`config.mk`:
```
export PLATFORM = sky130hd
export DESIGN_NAME = los_qualifier
export DESIGN_NICKNAME = d
export VERILOG_FILES = /design/src/rtl/los_pkg.sv /design/src/rtl/los_rst_sync.sv /design/src/rtl/los_persist_ctr.sv /design/src/rtl/los_alarm_fsm.sv /design/src/rtl/los_squelch.sv /design/src/rtl/los_qualifier.sv
export SDC_FILE = /design/constraint.sdc
export NUM_CORES = 1
export LEC_CHECK = 0
export ABC_CLOCK_PERIOD_IN_PS = 1500
export CELL_PAD_IN_SITES_DETAIL_PLACEMENT = 1
export CELL_PAD_IN_SITES_GLOBAL_PLACEMENT = 2
export CORE_MARGIN = 4
export CORE_UTILIZATION = 40
export DETAILED_ROUTE_END_ITERATION = 7
export DONT_BUFFER_PORTS = 1
export PLACE_DENSITY = 0.72
export SLEW_MARGIN = 25
export SYNTH_ARGS = -nofsm -noshare
export SYNTH_HDL_FRONTEND = slang
export SYNTH_SLANG_ARGS = --single-unit
```
`constraint.sdc`:
```
create_clock -name clk -period 1.5 [get_ports clk]
set_input_delay 0.3 -clock clk [delete_from_list [all_inputs] [get_ports clk]]
set_output_delay 0.3 -clock clk [all_outputs]
set_load 0.01 [all_outputs]
```
`src/rtl/los_pkg.sv`:
```
package los_pkg;

  typedef enum logic {
    LOS_CLEAR = 1'b0,
    LOS_SET   = 1'b1
  } los_state_e;

  localparam int unsigned RUN_RAISE = 0;
  localparam int unsigned RUN_CLEAR = 1;
  localparam int unsigned RUN_KINDS = 2;

  function automatic int unsigned run_width(input int unsigned persist);
    return (persist > 1) ? $clog2(persist) : 1;
  endfunction

endpackage

```
`src/rtl/los_rst_sync.sv`:
```
module los_rst_sync (
  input  logic clk,
  input  logic rst_n,
  output logic rst_sync_n
);

  logic stage1_q;
  logic stage2_q;

  always_ff @(posedge clk or negedge rst_n) begin
    if (!rst_n) begin
      stage1_q <= 1'b0;
      stage2_q <= 1'b0;
    end else begin
      stage1_q <= 1'b1;
      stage2_q <= stage1_q;
    end
  end

  assign rst_sync_n = stage2_q;

endmodule

```
`src/rtl/los_persist_ctr.sv`:
```
module los_persist_ctr #(
  parameter int unsigned PERSIST = 80
) (
  input  logic clk,
  input  logic rst_n,
  input  logic qualify_i,
  output logic done_o
);

  localparam int unsigned CW = los_pkg::run_width(PERSIST);
  localparam logic [CW-1:0] LAST = CW'(PERSIST - 1);

  logic [CW-1:0] cnt_q;
  logic [CW-1:0] cnt_d;
  logic          cnt_en;
  logic          at_last;

  assign at_last = (cnt_q == LAST);
  assign done_o  = qualify_i && at_last;

  // Any UI without the qualifying condition restarts the run.
  always_comb begin
    cnt_d = '0;
    if (qualify_i && !at_last) begin
      cnt_d = cnt_q + CW'(1);
    end
  end

  assign cnt_en = qualify_i || (cnt_q != '0);

  always_ff @(posedge clk or negedge rst_n) begin
    if (!rst_n) begin
      cnt_q <= '0;
    end else if (cnt_en) begin
      cnt_q <= cnt_d;
    end
  end

endmodule

```
`src/rtl/los_alarm_fsm.sv`:
```
module los_alarm_fsm (
  input  logic                 clk,
  input  logic                 rst_n,
  input  logic                 detect_off_i,
  input  logic                 raise_hit_i,
  input  logic                 clear_hit_i,
  output los_pkg::los_state_e  state_o,
  output los_pkg::los_state_e  state_next_o
);

  los_pkg::los_state_e state_q;
  los_pkg::los_state_e state_d;

  always_comb begin
    state_d = state_q;
    if (detect_off_i) begin
      state_d = los_pkg::LOS_CLEAR;
    end else begin
      unique case (state_q)
        los_pkg::LOS_CLEAR: if (raise_hit_i) state_d = los_pkg::LOS_SET;
        los_pkg::LOS_SET:   if (clear_hit_i) state_d = los_pkg::LOS_CLEAR;
        default:            state_d = los_pkg::LOS_CLEAR;
      endcase
    end
  end

  always_ff @(posedge clk or negedge rst_n) begin
    if (!rst_n) begin
      state_q <= los_pkg::LOS_CLEAR;
    end else begin
      state_q <= state_d;
    end
  end

  assign state_o      = state_q;
  assign state_next_o = state_d;

endmodule

```
`src/rtl/los_squelch.sv`:
```
module los_squelch (
  input  logic clk,
  input  logic rst_n,
  input  logic squelch_i,
  input  logic data_i,
  output logic data_o
);

  logic data_q;
  logic data_d;

  always_comb begin
    data_d = squelch_i ? 1'b0 : data_i;
  end

  always_ff @(posedge clk or negedge rst_n) begin
    if (!rst_n) begin
      data_q <= 1'b0;
    end else begin
      data_q <= data_d;
    end
  end

  assign data_o = data_q;

endmodule

```
`src/rtl/los_qualifier.sv`:
```
module los_qualifier #(
  parameter int unsigned PERSIST = 80
) (
  input  logic clk,
  input  logic rst_n,
  input  logic below_assert_i,
  input  logic above_clear_i,
  input  logic monitor_en_i,
  input  logic loopback_en_i,
  input  logic rx_data_i,
  output logic rx_data_o,
  output logic los_o
);

  logic                 rst_core_n;
  logic                 detect_off;
  logic [los_pkg::RUN_KINDS-1:0] run_qual;
  logic [los_pkg::RUN_KINDS-1:0] run_done;
  los_pkg::los_state_e  alarm_q;
  los_pkg::los_state_e  alarm_d;

  los_rst_sync u_rst_sync (
    .clk        (clk),
    .rst_n      (rst_n),
    .rst_sync_n (rst_core_n)
  );

  assign detect_off = monitor_en_i || loopback_en_i;

  // Each run only counts in the state it can leave.
  assign run_qual[los_pkg::RUN_RAISE] = !detect_off && (alarm_q == los_pkg::LOS_CLEAR) && below_assert_i;
  assign run_qual[los_pkg::RUN_CLEAR] = !detect_off && (alarm_q == los_pkg::LOS_SET)   && above_clear_i;

  for (genvar g = 0; g < los_pkg::RUN_KINDS; g++) begin : g_run
    los_persist_ctr #(
      .PERSIST (PERSIST)
    ) u_ctr (
      .clk       (clk),
      .rst_n     (rst_core_n),
      .qualify_i (run_qual[g]),
      .done_o    (run_done[g])
    );
  end

  los_alarm_fsm u_fsm (
    .clk          (clk),
    .rst_n        (rst_core_n),
    .detect_off_i (detect_off),
    .raise_hit_i  (run_done[los_pkg::RUN_RAISE]),
    .clear_hit_i  (run_done[los_pkg::RUN_CLEAR]),
    .state_o      (alarm_q),
    .state_next_o (alarm_d)
  );

  // Gate on the next alarm value so data and alarm switch together.
  los_squelch u_squelch (
    .clk       (clk),
    .rst_n     (rst_core_n),
    .squelch_i (alarm_d == los_pkg::LOS_SET),
    .data_i    (rx_data_i),
    .data_o    (rx_data_o)
  );

  assign los_o = (alarm_q == los_pkg::LOS_SET);

endmodule

```
; ---- Word level (Yosys, flattened, before mapping)
; Index checks and enable logic that the tools add are counted.
[word_totals]
regBits = 18
output_inout_bits = 2
elab_cells = 34
inputBits = 7
[classes]
eq_ne = 2
bitwise = 1
n_addsub = 2
n_reduce_logical = 16
n_mux = 7
[op_table]
columns = op, n
row1 = 7-bit by 1-bit adder with 7-bit output (second input constant), 2
row2 = 7-bit equality test (second input constant), 2
row3 = 7-bit 2-to-1 mux, 2
row4 = 7-bit nonzero test, 2
row5 = 1-bit logical AND, 8
row6 = 1-bit 2-to-1 mux, 4
row7 = 1-bit zero test, 3
row8 = 1-bit logical OR, 3
row9 = 1-bit case mux with 2 select lines, 1
row10 = 1-bit inverter, 1

; ---- Depth between registers and ports, before layout
; Gate-level depths: netlist (run 1).
[depth]
ltp_word = 9
ltp_mapped = 5
ltp_nobuf = 5

; ---- Hierarchy
; From an unflattened synthesis (run 1), not the netlist that was laid out.
[hier_totals]
hier_cells = 93
hier_area_um2 = 1026.0
[by_module_without_submodules]
columns = mod, n_inst, seq_area_each_um2, cells_each, area_each_um2
row1 = los_persist_ctr, 2, 175.2, 41, 431.7
row2 = los_rst_sync, 1, 50.0, 3, 53.8
row3 = los_squelch, 1, 25.0, 2, 38.8
row4 = los_alarm_fsm, 1, 25.0, 3, 36.3
row5 = los_qualifier, 1, 0.0, 3, 33.8

; ---- Worst setup path before layout (run 1)
; OpenSTA, ideal clock, no wires.
[synth_path]
kind = register -> register
start = register u_fsm.state_q (netlist: u_fsm.state_o)
end = register g_run[0].u_ctr.cnt_q[5]
n_path_buf = 1
required_ns = 1.418
path_stages_with_launch = 5
path_slack_ns = 0.035
t_arrival_ns = 1.383
cell_sequence = dfrtp_1 -> or4b_4 -> buf_6 -> a31o_4 -> a22oi_2
[synth_via]
elab_chain_cells = 5
elab_cells_between_ends = 6
[synth_rtl]
columns = item, line
row1 = from (decl), los_alarm_fsm.sv:11  ; los_pkg::los_state_e state_q;
row2 = from (signal assigned), los_alarm_fsm.sv:29  ; state_q <= los_pkg::LOS_CLEAR;
row3 = from (signal assigned), los_alarm_fsm.sv:31  ; state_q <= state_d;
row4 = 1-bit inverter *, los_qualifier.sv:31  ; assign run_qual[los_pkg::RUN_RAISE] = !detect_off && (alarm_q == los_pkg::LOS_CLEAR) && below_assert_i;
row5 = 1-bit logical AND * (2 in series), los_qualifier.sv:31
row6 = 1-bit logical AND, los_persist_ctr.sv:24  ; if (qualify_i && !at_last) begin
row7 = 7-bit 2-to-1 mux, los_persist_ctr.sv:24
row8 = to (signal assigned), los_persist_ctr.sv:35  ; cnt_q <= cnt_d;
row9 = to (decl), los_persist_ctr.sv:13  ; logic [CW-1:0] cnt_q;
; Every way passes the cells marked *; elsewhere a longest branch is shown, timed or not.
; A chain may end at the register's enable or synchronous reset.

; ---- Final worst setup path (run 1)
[layout_path]
start = register g_run[1].u_ctr.cnt_q[0]
end = register u_squelch.data_q (netlist: u_squelch.data_o)
[layout_via]
elab_chain_cells = 6
[layout_rtl]
columns = item, line
row1 = from (decl), los_persist_ctr.sv:13
row2 = from (signal assigned), los_persist_ctr.sv:35
row3 = 7-bit equality test, los_persist_ctr.sv:18  ; assign at_last = (cnt_q == LAST);
row4 = 1-bit logical AND, los_persist_ctr.sv:19  ; assign done_o = qualify_i && at_last;
row5 = 1-bit 2-to-1 mux, los_alarm_fsm.sv:21  ; los_pkg::LOS_SET: if (clear_hit_i) state_d = los_pkg::LOS_CLEAR;
row6 = 1-bit case mux with 2 select lines, los_alarm_fsm.sv:19  ; unique case (state_q)
row7 = 1-bit 2-to-1 mux, los_alarm_fsm.sv:16  ; if (detect_off_i) begin
row8 = 1-bit 2-to-1 mux, los_squelch.sv:13  ; data_d = squelch_i ? 1'b0 : data_i;
row9 = named net u_squelch.data_d, los_squelch.sv:10  ; logic data_d;
row10 = to (signal assigned), los_squelch.sv:20  ; data_q <= data_d;
row11 = to (decl), los_squelch.sv:9  ; logic data_q;
; The timed path passes the listed nets, and every way through them passes these cells.

==> summary.txt, run 1 <==
Setup path
  – Critical path type: flop to flop
  – Crit Reg-Reg Endpoint: u_squelch.data_o$_DFF_PN0_
  – Setup crit start kind: flop
  – Critical Path Max Stage Delay: around 0.43 ns
  – WP data arrival: 1.61 ns
  – Critical-path cell list: ha_2, and3_1, and4_1, o221a_2
  – Worst EP required: between 1.5 and 2 ns
  – CP Launch Point: g_run[1].u_ctr.cnt_q[0]$_DFFE_PN0P_
  – CP max stage cell: dfrtp_1
  – R2R Setup Slk: approximately 0.076 ns
  – Crit path capture: u_squelch.data_o$_DFF_PN0_
  – Critical Path End Type: flop
  – Reg2Reg Depth: 4
  – R2R Path Start: g_run[1].u_ctr.cnt_q[0]$_DFFE_PN0P_
  – Max FO, Critical Path: 4

Route
  – Residual DRC: 0
  – DR WL/cell: about 16 µm
  – Via Count: about 700
  – First drt pass iteration count: 4
  – Routed WL: 2.10 mm
  – Post-route ant nets: 0
  – Via-per-instance ratio: approximately 5.6
  – DR iter-0 viols: 5

STA
  – Final hold vios: 0
  – Clk_skew: approximately 0.0066 ns
  – Tmin final: about 1.4 ns
  – Max Clock Freq: 702 MHz
  – Post-route setup slack: 0.0757 ns
  – Final Setup Violations: 0
  – Worst hold slack: ~0.14 ns
  – Tcrit/Tclk final: around 95%
  – TNS Setup: 0 ns
  – Slew Limit Fails: 0

Floorplan
  – Die height: around 56 µm
  – Num ports: 9
  – Core area: 0.00221 mm²
  – Full die area: between 0.003 and 0.004 mm²
  – Initial core utilization: 42.4%
  – Rows: 17
  – Die W: ~56 µm

Finish
  – Layout Nets: approximately 110
  – Commonest non-fill, non-tap cells in the layout: 18 x dfrtp_1, 9 x buf_4, 7 x nand3_1
  – Most common cell after layout, fill and taps aside: dfrtp_1
  – Final Non-Filler Cells: 128
  – Layout cells sized above 1: a little over a fifth
  – Diode count: 0
  – Synthesis-to-layout area growth: 15.2%
  – Final Util: 48.9%

Clock tree
  – Clock Tree Buf Depth: 2
  – CTS tree: built
  – TritonCTS Buffers: 3
  – Worst skew pair latency: a little under 0.3 ns
  – Root Buffer: clkbuf_4
  – Clk sink count: 18
  – Reg clk slew, reported paths: about 0.090 ns
  – H-tree lvl count: 1

Placed design
  – Port Buf Inserts: 0
  – Placement Setup Slack: between 0.04 and 0.05 ns
  – Dpl cells: approximately 120
  – GP Congestion: about 0.72
  – Dpl hpwl: 1.51 mm

Global route
  – Total GRT Usage: around 14%
  – GRT overflow: 0
  – Pin count of the biggest net entering global routing: 17
  – Vias in the first global route: 780
  – First-pass GRT wire length: approximately 3.6 mm
  – Initial antenna violation count: 0

Pwr
  – VDD IR max: between 0.0004 and 0.0005 V
  – LEAKAGE: between 0.4 and 0.5 nW
  – Pwr/cell area: 882 mW/mm²

Synth
  – Number of synthesized register bits: 18
  – Syn Nets: approximately 100
  – Mapped Area: around 940 µm²
  – Mean Syn Cell Area: about 11 µm²
  – Distinct cells, synth: 29
  – Cell count after synthesis: 88
  – Sequential area share after synthesis: between 40% and 50%
  – Yosys warns: 0

Run status
  – Run status: finished, final reports clean

Worst hold path
  – Hold Crit Class: input pin to flop

Run
  – Max-cap violations: 0
how the worst min path moves through the flow:
stage	depth (start not counted)	start	end
6_report	1	rx_data_i	u_squelch.data_o$_DFF_PN0_
5_1_grt	1	rx_data_i	u_squelch.data_o$_DFF_PN0_
4_1_cts	1	rx_data_i	u_squelch.data_o$_DFF_PN0_
3_5_place_dp	0	rst_n	u_rst_sync.stage1_q$_DFF_PN0_
3_3_place_gp	0	rst_n	u_rst_sync.rst_sync_n$_DFF_PN0_
2_1_floorplan	0	rst_n	u_rst_sync.rst_sync_n$_DFF_PN0_
synthesized netlist by cell type (all sizes together):
cell type | n | area [µm²]
and4 | 1 | 8.76
o31ai | 2 | 15.0
buf | 1 | 11.3
and3 | 3 | 18.8
conb | 1 | 3.75
xnor2 | 4 | 35.0
mux2i | 2 | 20.0
nand2 | 3 | 11.3
nand3 | 7 | 35.0
a22o | 1 | 8.76
xor2 | 2 | 17.5
nor2 | 6 | 22.5
ha | 4 | 50.1
nand4bb | 1 | 11.3
a21oi | 6 | 30.0
or3 | 2 | 12.5
a31o | 2 | 26.3
o21ai | 2 | 10.0
o221a | 1 | 11.3
or4b | 1 | 13.8
nor4b | 2 | 17.5
nand4b | 2 | 17.5
o22ai | 2 | 12.5
a22oi | 2 | 20.0
nor2b | 4 | 25.0
dfrtp | 18 | 450
inv | 6 | 22.5
area by class of cell:
class	count	area [µm²]
fillers	248	1130
multi-input cells	63	473
flip-flops and latches	18	450
repair buffers	10	77.6
well taps	28	35.0
clock buffers	3	22.5
inverters	6	22.5
critical path, delay by kind of cell, from the launching register on:
kind | cells | cell delay, ns
DFF | 1 | 0.43
AOI/OAI and AO/OA | 1 | 0.26
and+or+nand+nor | 2 | 0.42
adders and majority gates | 1 | 0.21
power breakdown:
group | internal [mW] | switching [mW] | leakage [nW]
Combinational | 0.0933 | 0.0945 | 0.222
Clock | 0.0934 | 0.144 | 0.0138
Sequential | 0.509 | 0.0187 | 0.243
Total | 0.696 | 0.258 | 0.479
registers in the layout, indices dropped and copies added, names as in the netlist:
| name | count |
|---|---|
| u_rst_sync.rst_sync_n | 1 |
| u_rst_sync.stage1_q | 1 |
| g_run.u_ctr.cnt_q | 14 |
| u_squelch.data_o | 1 |
| u_fsm.state_o | 1 |
metrics by stage:
step	cell area, µm²	power (mW)
floorplan	938	0.648
global placement	1020	0.705
detailed placement	1020	0.716
CTS	1050	0.958
global route	1080	1.02
finish	1080	0.954
metal layers:
layer  share of wire, %  up-vias  global-route usage, %
met3                1.7        4                   2.07
li1                   -      339                      -
met2                 52        5                   23.4
met1                 45      363                   18.5
met4                1.2        0                   6.10
met5                  0        -                      0
cells by family (layout without fill, tap and decap cells):
| kind of cell | count (synthesis) | after routing | synth area share, % |
|---|---|---|---|
| compound gates | 18 | 18 | 14.3 |
| xor+xnor | 6 | 6 | 5.60 |
| fa+ha+maj | 4 | 4 | 5.33 |
| buf+inv | 7 | 19 | 3.60 |
| flops | 18 | 18 | 48.0 |
| mux | 2 | 2 | 2.13 |
| other cells | 1 | 1 | 0.400 |
| simple gates | 32 | 32 | 20.7 |
what timing repair did:
action / in CTS / in global routing
setup buffers: 0 / 1
hold endpoints to repair: 2 / 0
gates resized for setup: 0 / 5
hold buffers: 1 / 0
setup endpoints to repair: 0 / 7
No activity file was read; power rests on OpenSTA's default activity.
==> inputs of run 2 (changes only) <==
- CORE_UTILIZATION: 40 -> 42
- PLACE_DENSITY: 0.72 -> 0.76
==> summary.txt, run 2 (synthesized netlist as in run 1, its figures left out) <==
Pwr
  – VDD IR max: between 0.0005 and 0.0006 V
  – Pwr/cell area: around 930 mW/mm²
  – Share of total power in sequential cells: 53.7%
  – Switching Fraction: 25.0%
  – Clock share of power: between 20% and 30%
  – Net switching power figure: between 0.2 and 0.25 mW
  – Logic pwr share: 17.0%
  – LEAKAGE: approximately 0.47 nW
  – Power Internal: roughly 0.75 mW

Clock tree
  – Clk sink count: 18
  – CTS tree: built
  – Clock Tree Buf Depth: 2
  – Reg clk slew, reported paths: roughly 0.1 ns
  – Root Buffer: clkbuf_4
  – TritonCTS Buffers: 3
  – H-tree lvl count: 1
  – Worst skew pair latency: roughly 0.28 ns

Finish
  – Diode count: 0
  – Max FFs per register: 14
  – Largest Register: g_run.u_ctr.cnt_q
  – Layout Nets: 110
  – Commonest non-fill, non-tap cells in the layout: 18 x dfrtp_1, 7 x nand3_1
  – Synthesis-to-layout area growth: 14.1%
  – Multi-input logic area: 473 µm²
  – Layout cells sized above 1: 19.4%
  – Final Util: approximately 52%
  – Most common cell after layout, fill and taps aside: dfrtp_1
  – Final Non-Filler Cells: between 100 and 150
  – Post-Layout Inst Area: 0.00107 mm²
  – FF+latch area: ~450 µm²
  – Fillcell total: 226

Route
  – Via Count: between 600 and 700
  – DR iter-0 viols: 13
  – Via-per-instance ratio: 5.42
  – Post-route ant nets: 0
  – Routed WL: about 2 mm
  – DR WL/cell: between 15 and 20 µm
  – Residual DRC: 0
  – First drt pass iteration count: 3

Floorplan
  – Rows: 16
  – Die W: around 55 µm
  – Core area: a little over 0.002 mm²
  – Die height: 55.3 µm
  – Full die area: around 0.003 mm²
  – Initial core utilization: 46.0%
  – Num ports: 9

Placed design
  – Dpl hpwl: around 1.5 mm
  – Dpl cells: 119
  – Area of placed instances: roughly 1000 µm²
  – Port Buf Inserts: 0
  – GP Congestion: ~0.74

Setup path
  – CP Launch Point: u_fsm.state_o$_DFF_PN0_
  – Critical path type: flop to flop
  – Max FO, Critical Path: 8
  – WP data arrival: 1.64 ns
  – Setup crit start kind: flop
  – R2R Path Start: u_fsm.state_o$_DFF_PN0_
  – Critical Path End Type: flop
  – Worst EP required: approximately 1.7 ns

STA
  – Max Clock Freq: 698 MHz
  – Final hold vios: 0
  – Tcrit/Tclk final: between 90% and 100%
  – TNS Setup: 0 ns
  – Tmin final: 1.43 ns
  – RSZ-0062 raised after global routing: true
  – Clk_skew: 0.00182 ns
  – Final Setup Violations: 0
  – Slew Limit Fails: 0

Global route
  – First-pass GRT wire length: about 3.5 mm
  – Initial antenna violation count: 0
  – GRT overflow: 0
  – Vias in the first global route: 743
  – Pin count of the biggest net entering global routing: 11
  – Total GRT Usage: roughly 14%

Worst hold path
  – Hold Crit Class: input pin to flop
  – Hold_sp: rx_data_i

Run
  – Max-cap violations: 0

Run status
  – Run status: finished, final reports clean
-- run 2: cell types whose count changed in the layout (fill, tap and decap cells not counted) --
cell	before	now
and3_1	2	1
and3_4	0	1
buf_4	9	6
clkbuf_8	0	1
ha_1	2	4
ha_2	2	0
-- run 2: final cells by class --
class	count	area share [%]
clock buffers	4	3.39
well taps	27	3.15
flip-flops and latches	18	42.1
multi-input cells	63	44.2
repair buffers	7	5.14
inverters	6	2.10
-- run 2: critical path, stage by stage (launching register included) --
cell and delay (ns):
dfrtp_1 0.41, or4b_4 0.56, a31o_4 0.25, a22oi_2 0.14
-- run 2: repair_timing --
action	CTS	global route
resized for setup	0	5
hold endpoints to repair	2	0
setup endpoints to repair	0	11
hold buffers	1	0
setup buffers	0	1
-- run 2: metrics by stage --
step	hold slack [ns]	power [mW]	setup WS (ns)
2_1_floorplan	0.00441	0.648	0.0350
3_3_place_gp	0.00448	0.690	0.0416
3_5_place_dp	0.00447	0.692	0.0147
4_1_cts	0.123	0.998	0.00759
5_1_grt	0.109	1.07	-0.00983
6_report	0.139	0.996	0.0680
-- run 2: power by group through the flow --
| stage | sequential, mW | clock, mW | combinational, mW |
|---|---|---|---|
| floorplan | 0.544 | 0 | 0.103 |
| global placement | 0.547 | 0 | 0.143 |
| detailed placement | 0.550 | 0 | 0.142 |
| CTS | 0.541 | 0.310 | 0.148 |
| global route | 0.539 | 0.344 | 0.190 |
| finish | 0.535 | 0.292 | 0.170 |
-- run 2: path summary, 6_finish.rpt --
check	depth (start not counted)	endpoint	slack, ns
max	3	g_run[0].u_ctr.cnt_q[5]$_DFFE_PN0P_	0.07
min	1	u_squelch.data_o$_DFF_PN0_	0.14
max reg2reg	3	g_run[0].u_ctr.cnt_q[5]$_DFFE_PN0P_	0.07
min reg2reg	0	g_run[0].u_ctr.cnt_q[4]$_DFFE_PN0P_	0.16
max in group asynchronous	1	g_run[1].u_ctr.cnt_q[5]$_DFFE_PN0P_	0.89
min in group asynchronous	0	g_run[0].u_ctr.cnt_q[4]$_DFFE_PN0P_	0.16
-- run 2: per-layer routing --
metal  global-route usage [%]  wire length [µm]
met5                        0                 0
met4                     4.17                13
met3                     3.03                34
met2                     24.2               970
met1                     18.6               952
==> inputs of run 3 (changes only) <==
- CORE_ASPECT_RATIO: not set -> 1.1
==> summary.txt, run 3 (synthesized netlist as in run 1, its figures left out) <==
Finish
  – Most common cell after layout, fill and taps aside: dfrtp_1
  – Largest Register: g_run.u_ctr.cnt_q
  – Final Util: 53.2%
  – Commonest non-fill, non-tap cells in the layout: 18 x dfrtp_1, 9 x buf_4, 6 x inv_1, 6 x nor2_1, 6 x nand3_1
  – Diode count: 0
  – Max FFs per register: 14
  – FF+latch area: 450 µm²
  – Synthesis-to-layout area growth: 16.9%
  – Fillcell total: roughly 240
  – Final Non-Filler Cells: approximately 130
  – Layout Nets: approximately 110
  – Layout cells sized above 1: between 20% and 30%
  – Multi-input logic area: between 400 and 500 µm²

Route
  – Post-route ant nets: 0
  – Routed WL: 2.05 mm
  – Via-per-instance ratio: around 5.4
  – DR iter-0 viols: 6
  – DR WL/cell: between 15 and 20 µm
  – First drt pass iteration count: 2
  – Residual DRC: 0
  – Via Count: 695

Global route
  – Initial antenna violation count: 0
  – Pin count of the biggest net entering global routing: 12
  – First-pass GRT wire length: around 3.4 mm
  – Total GRT Usage: 15.7%
  – GRT overflow: 0
  – Vias in the first global route: between 700 and 800

Floorplan
  – Num ports: 9
  – Die height: about 58 µm
  – Rows: 17
  – Core area: approximately 0.0021 mm²
  – Die W: 53.1 µm
  – Full die area: 0.00306 mm²
  – Initial core utilization: a little under half

Setup path
  – Critical Path Max Stage Delay: just under 0.6 ns
  – Critical path type: flop to flop
  – Setup crit start kind: flop
  – Max FO, Critical Path: 7
  – WP data arrival: ~1.7 ns
  – CP max stage cell: or4b_4
  – Critical Path End Type: flop
  – Worst EP required: roughly 1.7 ns
  – Critical-path cell list: or4b_4, buf_4, o221a_2

STA
  – Post-route setup slack: between 0.03 and 0.04 ns
  – RSZ-0062 raised after global routing: true
  – Max Clock Freq: a little under 700 MHz
  – Final Setup Violations: 0
  – Final hold vios: 0
  – Clk_skew: between 0.003 and 0.004 ns
  – Tmin final: between 1 and 1.5 ns
  – Slew Limit Fails: 0
  – TNS Setup: 0 ns
  – Tcrit/Tclk final: between 90 and 100%

Clock tree
  – Reg clk slew, reported paths: around 0.10 ns
  – CTS tree: built
  – H-tree lvl count: 1
  – Worst skew pair latency: about 0.29 ns
  – Root Buffer: clkbuf_4
  – TritonCTS Buffers: 3
  – Clk sink count: 18
  – Clock Tree Buf Depth: 2

Placed design
  – GP Congestion: around 0.69
  – Placement Setup Slack: 0.0266 ns
  – Dpl cells: 121
  – Dpl hpwl: 1.57 mm
  – Port Buf Inserts: 0

Pwr
  – Pwr/cell area: 868 mW/mm²
  – VDD IR max: approximately 0.00046 V
  – Final Power: between 0.9 and 1 mW
  – LEAKAGE: just under 0.5 nW

Run status
  – Run status: finished, final reports clean

Run
  – Max-cap violations: 0

Worst hold path
  – Hold Crit Class: flop to async pin
[run 3: changes by cell type in the layout (fill, tap and decap cells not counted)]
cell and change:
clkbuf_8 -1, and3_1 +1, nand3_1 -1, a21oi_2 +2, a22oi_1 -1, a22oi_2 +1
nand3_2 +1, a21oi_1 -2, and3_2 -1, buf_4 +3
[run 3: what timing repair did]
item | CTS | global route
hold buffers | 1 | 0
setup buffers | 0 | 3
hold endpoints to repair | 2 | 0
setup endpoints to repair | 0 | 11
resized for setup | 0 | 8
[run 3: layout make-up]
| cell class | count | share of cell area, % |
|---|---|---|
| Timing Repair Buffer | 10 | 7.07 |
| Sequential cell | 18 | 41.0 |
| Clock buffer | 3 | 2.05 |
| Tap cell | 28 | 3.19 |
| Multi-Input combinational cell | 63 | 44.6 |
| Inverter | 6 | 2.05 |
[run 3: per-stage QoR]
stage          cell area (µm²)  hold slack [ns]
6_report                  1100           0.0885
5_1_grt                   1100            0.117
4_1_cts                   1040           0.0994
3_5_place_dp              1010          0.00447
3_3_place_gp              1010          0.00447
2_1_floorplan              938          0.00441
[run 3: metal layers]
metal	vias to the layer above	wire (µm)	global-route usage (%)
li1	340	-	-
met1	338	995	22.0
met2	12	907	22.5
met3	5	97	2.87
met4	0	54	8.76
met5	-	0	0
[run 3: worst paths after layout]
check                                                start  cells past startpoint                             endpoint  slack (ns)
setup / recovery                   u_fsm.state_o$_DFF_PN0_                      3           u_squelch.data_o$_DFF_PN0_        0.04
hold reg to reg            u_rst_sync.rst_sync_n$_DFF_PN0_                      0  g_run[1].u_ctr.cnt_q[3]$_DFFE_PN0P_        0.09
hold / removal             u_rst_sync.rst_sync_n$_DFF_PN0_                      0  g_run[1].u_ctr.cnt_q[3]$_DFFE_PN0P_        0.09
min in group clk                                 rx_data_i                      1           u_squelch.data_o$_DFF_PN0_        0.14
max in group asynchronous  u_rst_sync.rst_sync_n$_DFF_PN0_                      1  g_run[0].u_ctr.cnt_q[6]$_DFFE_PN0P_        0.99
setup reg to reg                   u_fsm.state_o$_DFF_PN0_                      3           u_squelch.data_o$_DFF_PN0_        0.04
[run 3: worst max-delay path, delay by kind of cell, from the launching register on]
family / cells / cell delay (ns)
compound gates: 1 / 0.22
simple gates: 1 / 0.58
flops: 1 / 0.40
buf+inv: 1 / 0.17
[run 3: report_power, final]
group | internal, mW | leakage [nW] | switching, mW
registers | 0.509 | 0.243 | 0.0255
logic | 0.0897 | 0.228 | 0.0924
clock network | 0.0935 | 0.0138 | 0.143
total | 0.692 | 0.485 | 0.261
